`src/rtl/wdsel_pkg.sv`:
```
package wdsel_pkg;
  localparam logic [7:0] SVC_MAGIC = 8'h5C;

  typedef struct packed {
    logic tick;       // watchdog advances this cycle
    logic reload;     // accepted service this cycle
    logic store;      // update stored reload value
    logic useWrData;  // reload value comes from the count write data
  } wdStrobes_t;
endpackage

```
`src/rtl/wdsel_ctrl.sv`:
```
module wdsel_ctrl
  import wdsel_pkg::*;
(
  input  logic       clk,
  input  logic       rstN,
  input  logic       clkSelSlow,
  input  logic       matchMode,
  input  logic       lockCount,
  input  logic       slowTick,
  input  logic       t0Underflow,
  input  logic       cntWrEn,
  input  logic       matchWrEn,
  input  logic [7:0] matchWrData,
  output wdStrobes_t strobes
);
  logic cntWrOk;
  logic magicHit;

  assign cntWrOk  = cntWrEn && !lockCount;
  assign magicHit = matchWrEn && (matchWrData == SVC_MAGIC);

  always_comb begin
    strobes           = '0;
    strobes.tick      = clkSelSlow ? slowTick : t0Underflow;
    strobes.store     = cntWrOk;
    strobes.useWrData = !matchMode;
    if (matchMode) strobes.reload = magicHit;
    else           strobes.reload = cntWrOk;
  end

  // in direct mode only count writes may service
  p_match_ignored_r4: assert property (@(posedge clk) disable iff (!rstN)
    (!matchMode && !cntWrEn) |-> !strobes.reload);

  // wrong byte never services in match mode
  p_bad_magic_r6: assert property (@(posedge clk) disable iff (!rstN)
    (matchMode && matchWrData != 8'h5C) |-> !strobes.reload);

  // locked count writes are dropped
  p_lock_r8: assert property (@(posedge clk) disable iff (!rstN)
    lockCount |-> (!strobes.store && (matchMode || !strobes.reload)));

  // tick enable only from the selected source
  p_tick_src_r1: assert property (@(posedge clk) disable iff (!rstN)
    (!clkSelSlow && !t0Underflow) |-> !strobes.tick);
  p_tick_src_r2: assert property (@(posedge clk) disable iff (!rstN)
    (clkSelSlow && !slowTick) |-> !strobes.tick);
endmodule

```
`src/rtl/wdsel_datapath.sv`:
```
module wdsel_datapath
  import wdsel_pkg::*;
#(
  parameter int unsigned CNT_W = 8
) (
  input  logic             clk,
  input  logic             rstN,
  input  wdStrobes_t       strobes,
  input  logic [CNT_W-1:0] cntWrData,
  output logic [CNT_W-1:0] reloadValue,
  output logic [CNT_W-1:0] count,
  output logic             timeout
);
  localparam logic [CNT_W-1:0] RESET_VAL = '1;
  localparam logic [CNT_W-1:0] ONE       = CNT_W'(1);

  logic [CNT_W-1:0] storedVal;

  assign reloadValue = strobes.useWrData ? cntWrData : storedVal;

  always_ff @(posedge clk) begin
    if (!rstN) begin
      storedVal <= RESET_VAL;
    end else if (strobes.store) begin
      storedVal <= cntWrData;
    end
  end

  always_ff @(posedge clk) begin
    if (!rstN) begin
      count   <= RESET_VAL;
      timeout <= 1'b0;
    end else if (strobes.reload) begin
      count   <= reloadValue;
      timeout <= 1'b0;
    end else if (strobes.tick && count != '0) begin
      count   <= count - ONE;
      timeout <= (count == ONE);
    end else begin
      timeout <= 1'b0;
    end
  end

  // a service loads the offered value
  p_reload_loads_r11: assert property (@(posedge clk) disable iff (!rstN)
    strobes.reload |=> (count == $past(reloadValue)));

  // an unserviced tick decrements a nonzero count
  p_tick_dec_r9: assert property (@(posedge clk) disable iff (!rstN)
    (strobes.tick && !strobes.reload && count != '0) |=> (count == $past(count) - ONE));

  // nothing moves without a tick or service
  p_idle_hold_r9: assert property (@(posedge clk) disable iff (!rstN)
    (!strobes.tick && !strobes.reload) |=> $stable(count));

  // timeout lasts one cycle
  p_timeout_pulse_r10: assert property (@(posedge clk) disable iff (!rstN)
    timeout |=> !timeout);

  // timeout only with a zero count
  p_timeout_zero_r10: assert property (@(posedge clk) disable iff (!rstN)
    timeout |-> (count == '0));
endmodule

```
`src/rtl/wdog_svc_sel.sv`:
```
module wdog_svc_sel
  import wdsel_pkg::*;
#(
  parameter int unsigned CNT_W = 8
) (
  input  logic             clk,
  input  logic             rstN,
  input  logic             clkSelSlow,
  input  logic             matchMode,
  input  logic             lockCount,
  input  logic             slowTick,
  input  logic             t0Underflow,
  input  logic             cntWrEn,
  input  logic [CNT_W-1:0] cntWrData,
  input  logic             matchWrEn,
  input  logic [7:0]       matchWrData,
  output logic             wdTickEn,
  output logic             reloadPulse,
  output logic [CNT_W-1:0] reloadValue,
  output logic [CNT_W-1:0] wdCount,
  output logic             timeout
);
  wdStrobes_t strobes;

  wdsel_ctrl u_ctrl (
    .clk        (clk),
    .rstN       (rstN),
    .clkSelSlow (clkSelSlow),
    .matchMode  (matchMode),
    .lockCount  (lockCount),
    .slowTick   (slowTick),
    .t0Underflow(t0Underflow),
    .cntWrEn    (cntWrEn),
    .matchWrEn  (matchWrEn),
    .matchWrData(matchWrData),
    .strobes    (strobes)
  );

  wdsel_datapath #(.CNT_W(CNT_W)) u_dp (
    .clk        (clk),
    .rstN       (rstN),
    .strobes    (strobes),
    .cntWrData  (cntWrData),
    .reloadValue(reloadValue),
    .count      (wdCount),
    .timeout    (timeout)
  );

  assign wdTickEn    = strobes.tick;
  assign reloadPulse = strobes.reload;
endmodule

```
`config.mk`:
```
export PLATFORM = sky130hd
export DESIGN_NAME = wdog_svc_sel
export DESIGN_NICKNAME = d
export VERILOG_FILES = /design/src/rtl/wdsel_pkg.sv /design/src/rtl/wdsel_ctrl.sv /design/src/rtl/wdsel_datapath.sv /design/src/rtl/wdog_svc_sel.sv
export SDC_FILE = /design/constraint.sdc
export NUM_CORES = 1
export LEC_CHECK = 0
export ABC_AREA = 1
export BUFFER_PORTS_ARGS = -buffer_cell sky130_fd_sc_hd__buf_2
export CAP_MARGIN = 20
export CORE_MARGIN = 10
export CORE_UTILIZATION = 50
export CTS_CLUSTER_SIZE = 20
export DETAILED_ROUTE_END_ITERATION = 10
export MAX_ROUTING_LAYER = met4
export PLACE_DENSITY = 0.88
export SETUP_SLACK_MARGIN = 0.2
export SYNTH_ARGS = -nofsm -noshare
export SYNTH_HDL_FRONTEND = slang
export SYNTH_HIERARCHICAL = 1
export SYNTH_SLANG_ARGS = --single-unit
```
`constraint.sdc`:
```
create_clock -name clk -period 1.8 [get_ports clk]
set_input_delay 0.18 -clock clk [delete_from_list [all_inputs] [get_ports clk]]
set_output_delay 0.18 -clock clk [all_outputs]
set_load 0.005 [all_outputs]
```
# Word level (Yosys, flattened, before mapping)
# Index checks and enable logic that the tools add are counted.
[op_classes]
addsub = 1
multipliers = 0
n_div = 0
order_cmp = 0
eq_ne = 2
shifts = 0
n_mux = 5
bitwise_logic = 2
n_reduce_logical = 7
[op_table]
columns = ["operator", "n"]
rows = [
  ["two-way mux 8 bit", 3],
  ["equality test 8 x 1 -> 1 bit (second input constant)", 1],
  ["equality test 8 x 7 -> 1 bit (second input constant)", 1],
  ["nonzero test 8 bit", 1],
  ["subtractor 8 x 1 -> 8 bit (second input constant)", 1],
  ["logical AND 1 bit", 3],
  ["OR reduction 3 bit", 1],
  ["two-way mux 1 bit", 2],
  ["NOT 1 bit", 2],
  ["nonzero test 2 bit", 1],
  ["logical NOT 1 bit", 1],
]
[word_totals]
ff_bits = 17
latchBits = 0
ramBits = 0
romBits = 0
input_bits = 25
out_inout_bits = 19
word_cells = 20
n_memories = 0

# Logic depth before layout (Yosys ltp)
[logic_depth]
ltp_word = 4
ltp_mapped = 10

# Cells and area by module
# The synthesis kept the hierarchy.
[modules_own_cells]
columns = ["mod", "instances", "cells_per_inst", "area_each_um2"]
rows = [
  ["wdsel_datapath", 1, 154, 977.2],
  ["wdsel_ctrl", 1, 17, 82.6],
]

# Worst setup path after synthesis
# Ideal clock, no wire load.
[synth_path]
path_type = "reg-to-reg"
startpoint = "register u_dp.count[0]"
endpoint = "register u_dp.count[4]"
setup_ns = 0.134
arrival_time_ns = 1.097
t_required_ns = 1.666
path_slack_ns = 0.569
stages_incl_launch_ff = 8
path_buffers = 0
synth_period_minus_slack_ns = 1.231
path_cell_list = "dfxtp_1 inv_1 ha_1 nand2_2 o21ai_4 nand2_2 nand2_1 nand3_1"
[synth_between]
elab_chain_cells = 3
[synth_lines]
columns = ["element", "line_no", "rtl"]
rows = [
  ["start: declaration", "wdsel_datapath.sv:11", "output logic [CNT_W-1:0] count,"],
  ["start signal: assignment", "wdsel_datapath.sv:34", "count <= reloadValue;"],
  ["start signal: assignment", "wdsel_datapath.sv:37", "count <= count - ONE;"],
  ["subtractor 8 x 1 -> 8 bit / nonzero test 8 bit (equally long branches)", "wdsel_datapath.sv:37, wdsel_datapath.sv:36", ""],
  ["two-way mux 8 bit / logical AND 1 bit (equally long branches)", "wdsel_datapath.sv:36", "end else if (strobes.tick && count != '0) begin"],
  ["two-way mux 8 bit / nonzero test 2 bit (equally long branches)", "-", ""],
]
# Several ways; a longest one is shown, not always the timed one. The select of a mux whose other input is x is not followed.
# A chain may end at the register's enable or synchronous reset.

# Final worst setup path
[layout_path]
startpoint = "register u_dp.count[0]"
endpoint = "register u_dp.count[1]"
# The elaborated chain is that of the path after synthesis.

==> reports/results.txt <==
The synthesized netlist contains 24 unique library cells. The logs give 0.38 ns for the register-to-register path setup slack and 1.58 ns for the data arrival at the endpoint of the critical path. The multiplexer share of the synthesized area came out at 1.417%. The worst register-to-register path ends at u_dp/count[1]$_SDFFE_PN1P_. The height of the die was 66.04 um; the number of gates given a new drive strength after cts was 0. The routed design could run at a clock period as short as 1.418 ns.

In this run the count of I/O pins placed on the die edge is 44. The number of inserted filler cells in the final layout came out at 179. The top fanout value on the critical path is 10. The tools report the end point of the worst hold path as u_dp/storedVal[7]$_SDFFE_PN1P_.

After floorplanning, the core was divided into 16 placement rows. Across the whole layout, storage elements account for 340.3 sq um. Area of the placeable core: 0.001982 sq mm. The post-placement cell area is 0.001308 sq mm. The run gives 32.11% as the portion of the post-synthesis area used by sequential elements. Setup slack closes at 0.3825 ns.

The fmax came out at 705.5 MHz. The synthesized-area fraction occupied by adder cells was 3.542%. The tools report the via count of the first global-routing pass as 1207. The tools report the library cell used as clock root buffer as sky130_fd_sc_hd__clkbuf_4. Summed over all cells, the static leakage comes to 0.0007675 uW. The run gives 0 as the final setup violation count.

The worst-case headroom to the max-slew limit is 80.44%, and the number of nets still failing antenna checks after routing is 0. The number of H-tree levels is 1. Each instance of the synthesized netlist takes up on average 6.197 sq um. Counting flops and latches in the post-synthesis netlist gives 17. Synthesis handed over a netlist of 171 instances. TritonCTS built the clock tree. The first global-routing pass estimated 5106 um of wire. The worst hold path cell count works out to 3. The xor-xnor portion of the synthesized cell area was 1.653%; the global placer's final weighted congestion was 0.8095. Class of the most critical setup path: reg2reg. Worst min-delay path startpoint: cntWrData[7].

Area of all placed cells without fillers: 0.001335 sq mm. The type of destination of the critical path is a flip-flop. The logs give 6 for the number of warnings printed during yosys synthesis and 0 for the final count of hold timing violations.

Max-cap violations in this run came to 0. For the number of buffers created by CTS, the log shows 3. For this design, the sink count on the clock tree is 17. The remaining global-route overflow was 0; the fraction of the mapped netlist area in compound gates was 5.313%. Dividing total power by cell area gives a power density of 666.3 mW/mm^2. STA classifies the critical path startpoint as a flip-flop.

For the worst flop-to-flop path, the logic depth is 7. The sum of negative setup slack was 0 ns. The pin count of the biggest net entering global routing is 14, and the DRC violations left is 0. The synthesized netlist net count is 199. Largest family of logic cells by synthesized area: simple AND/OR/NAND/NOR gates. The run gives 631.9 sq um as the area of the multi-input gates. The run gives 0.29 ns as the clock network latency to the later pin of the worst-skew pair.

The wire-length estimate of the detail-placed layout is 2578 um. The routed length per placed instance was 12.69 um. The reg-to-reg critical path startpoint was u_dp/count[0]$_SDFFE_PN1P_.

At the pin with the least slew margin, the transition time is 0.2918 ns. The run finished with clean final reports. The per-cell via count in the routed design came out at 4.992. The initial antenna violation count is 0. Setup repair after global routing left no endpoint under its margin. The die is 66.04 um wide. At the end of the flow, the number of nets in the layout was 245. Summing every instance area after synthesis gives 0.001060 sq mm. The full die area came out at 0.004361 sq mm. The number of setup buffers added after CTS is 0. After clock tree synthesis, the flow added hold-fix buffers numbering 0. The path class of the tightest hold or removal check is in2reg.

The worst clock skew came out at 0.003089 ns. After clock tree synthesis, the clock-pin slew on the worst setup and hold paths is 0.10 ns. Data on the critical path is required at its endpoint by 1.97 ns. The post-route netlist has 27.31% of its cells at a drive strength greater than 1. The routed via count was 1213; the peak ir drop on the vdd network was 620.0 uV. The count of buffers from port buffering is 43, and the layout-stage area growth over the synthesis result is 25.97%. The iteration count of the initial detailed-routing pass is 4.

The tools report the total routing usage reported by global routing as 14.67%. The total inserted antenna cells is 0. The longest clock path from root to sink contains 2 buffers. Total routed wirelength: 3083 um. The initial utilization of the core area, before any placement, comes to 53.47%. Most common cell after layout, fill and taps aside: sky130_fd_sc_hd__nand2_1. Number of pins exceeding their max-slew limit in the final report: 0. Final critical-path share of the clock period: 78.75%. Leaving out fill and tap cells, the most frequent cells in the layout are 71 x sky130_fd_sc_hd__nand2_1, 43 x sky130_fd_sc_hd__buf_2, 29 x sky130_fd_sc_hd__nand3_1. In this run, the number of DRC markers left after iteration 0 of detailed routing was 115.

Summing the areas of all and, or, nand and nor instances in the mapped netlist gives 47.70% of the synthesized area. OpenSTA, run right after detailed placement, puts the worst setup slack at 0.4053 ns. The utilization after layout came out at 67.36%.
## layer usage
layer	track usage, %	share of wire (%)	vias to the layer above
met3	3.898	6.6	4
met2	27.66	51	33
met4	3.927	0.88	0
met1	14.40	41	546
li1	-	-	630
met5	-	0	-
## synth_stat cells
cell type                  count  area (sq um)
sky130_fd_sc_hd__buf_2         1         5.000
sky130_fd_sc_hd__nand2_2       2         12.51
sky130_fd_sc_hd__mux2_4        1         15.01
sky130_fd_sc_hd__nor2_4        1         11.26
sky130_fd_sc_hd__buf_4         1         7.510
sky130_fd_sc_hd__xnor2_1       1         8.760
sky130_fd_sc_hd__xor2_1        1         8.760
sky130_fd_sc_hd__inv_2         1         3.750
sky130_fd_sc_hd__ha_1          3         37.54
sky130_fd_sc_hd__a21oi_1       5         25.02
sky130_fd_sc_hd__nand2_1      71         266.5
sky130_fd_sc_hd__inv_1        15         56.30
sky130_fd_sc_hd__buf_1         1         3.750
sky130_fd_sc_hd__nor2_1        8         30.03
sky130_fd_sc_hd__clkbuf_1      2         7.510
sky130_fd_sc_hd__o21ai_4       1         16.27
sky130_fd_sc_hd__nand4_1       2         12.51
sky130_fd_sc_hd__nand3_1      29         145.1
sky130_fd_sc_hd__nor3_2        1         10.01
sky130_fd_sc_hd__nor2_2        2         12.51
sky130_fd_sc_hd__o21ai_0       3         15.01
sky130_fd_sc_hd__dfxtp_1      17         340.3
sky130_fd_sc_hd__clkinv_1      1         3.750
sky130_fd_sc_hd__nor3_1        1         5.000
## final cells by class
type                            count  area share (%)
Clock buffer                        3           1.687
Clock inverter                      1          0.3749
Inverter                           17           4.780
Multi-Input combinational cell    132           47.33
Sequential cell                    17           25.49
Tap cell                           27           2.530
Timing Repair Buffer               46           17.81
## registers in the layout, indices dropped and copies added, names as in the netlist
| name | count |
|---|---|
| u_dp/count | 8 |
| u_dp/storedVal | 8 |
| u_dp/timeout | 1 |
## where the power goes
part | switching, uW | internal (uW) | total [uW]
clock network | 122 | 82.5 | 205
registers | 33.2 | 407 | 441
logic | 139 | 106 | 244
## metrics by stage
step                hold WS (ns)  total power, uW  std cells
finish                    0.1094            889.6        243
global placement          0.4048            680.5        239
detailed placement        0.4115            694.0        239
global route              0.1112            952.2        243
CTS                       0.1043            896.5        243
floorplan                 0.2641            587.0        171
## how the worst max path moves through the flow
stage,end,startpoint,cells after the start
after floorplan,u_dp/count[4]$_SDFFE_PN1P_,u_dp/count[0]$_SDFFE_PN1P_,7
after global placement,u_dp/count[4]$_SDFFE_PN1P_,u_dp/count[0]$_SDFFE_PN1P_,7
after detailed placement,u_dp/count[1]$_SDFFE_PN1P_,u_dp/count[0]$_SDFFE_PN1P_,7
after CTS,u_dp/count[1]$_SDFFE_PN1P_,u_dp/count[0]$_SDFFE_PN1P_,7
after global routing,u_dp/count[1]$_SDFFE_PN1P_,u_dp/count[0]$_SDFFE_PN1P_,7
final,u_dp/count[1]$_SDFFE_PN1P_,u_dp/count[0]$_SDFFE_PN1P_,7
## worst max-delay path, cell delays in order, from the launching register on
cell                      delay [ns]
sky130_fd_sc_hd__dfxtp_1        0.35
sky130_fd_sc_hd__inv_1          0.14
sky130_fd_sc_hd__ha_1           0.19
sky130_fd_sc_hd__nand2_2        0.08
sky130_fd_sc_hd__o21ai_4        0.28
sky130_fd_sc_hd__nand2_2        0.11
sky130_fd_sc_hd__nand2_1        0.07
sky130_fd_sc_hd__nand3_1        0.07
## kinds of logic after synthesis
| family | count (synthesis) |
|---|---|
| simple gates | 117 |
| flops | 17 |
| mux | 1 |
| buf+inv | 22 |
| fa+ha+maj | 3 |
| xor+xnor | 2 |
| compound gates | 9 |
No activity file was read; power rests on OpenSTA's default activity.
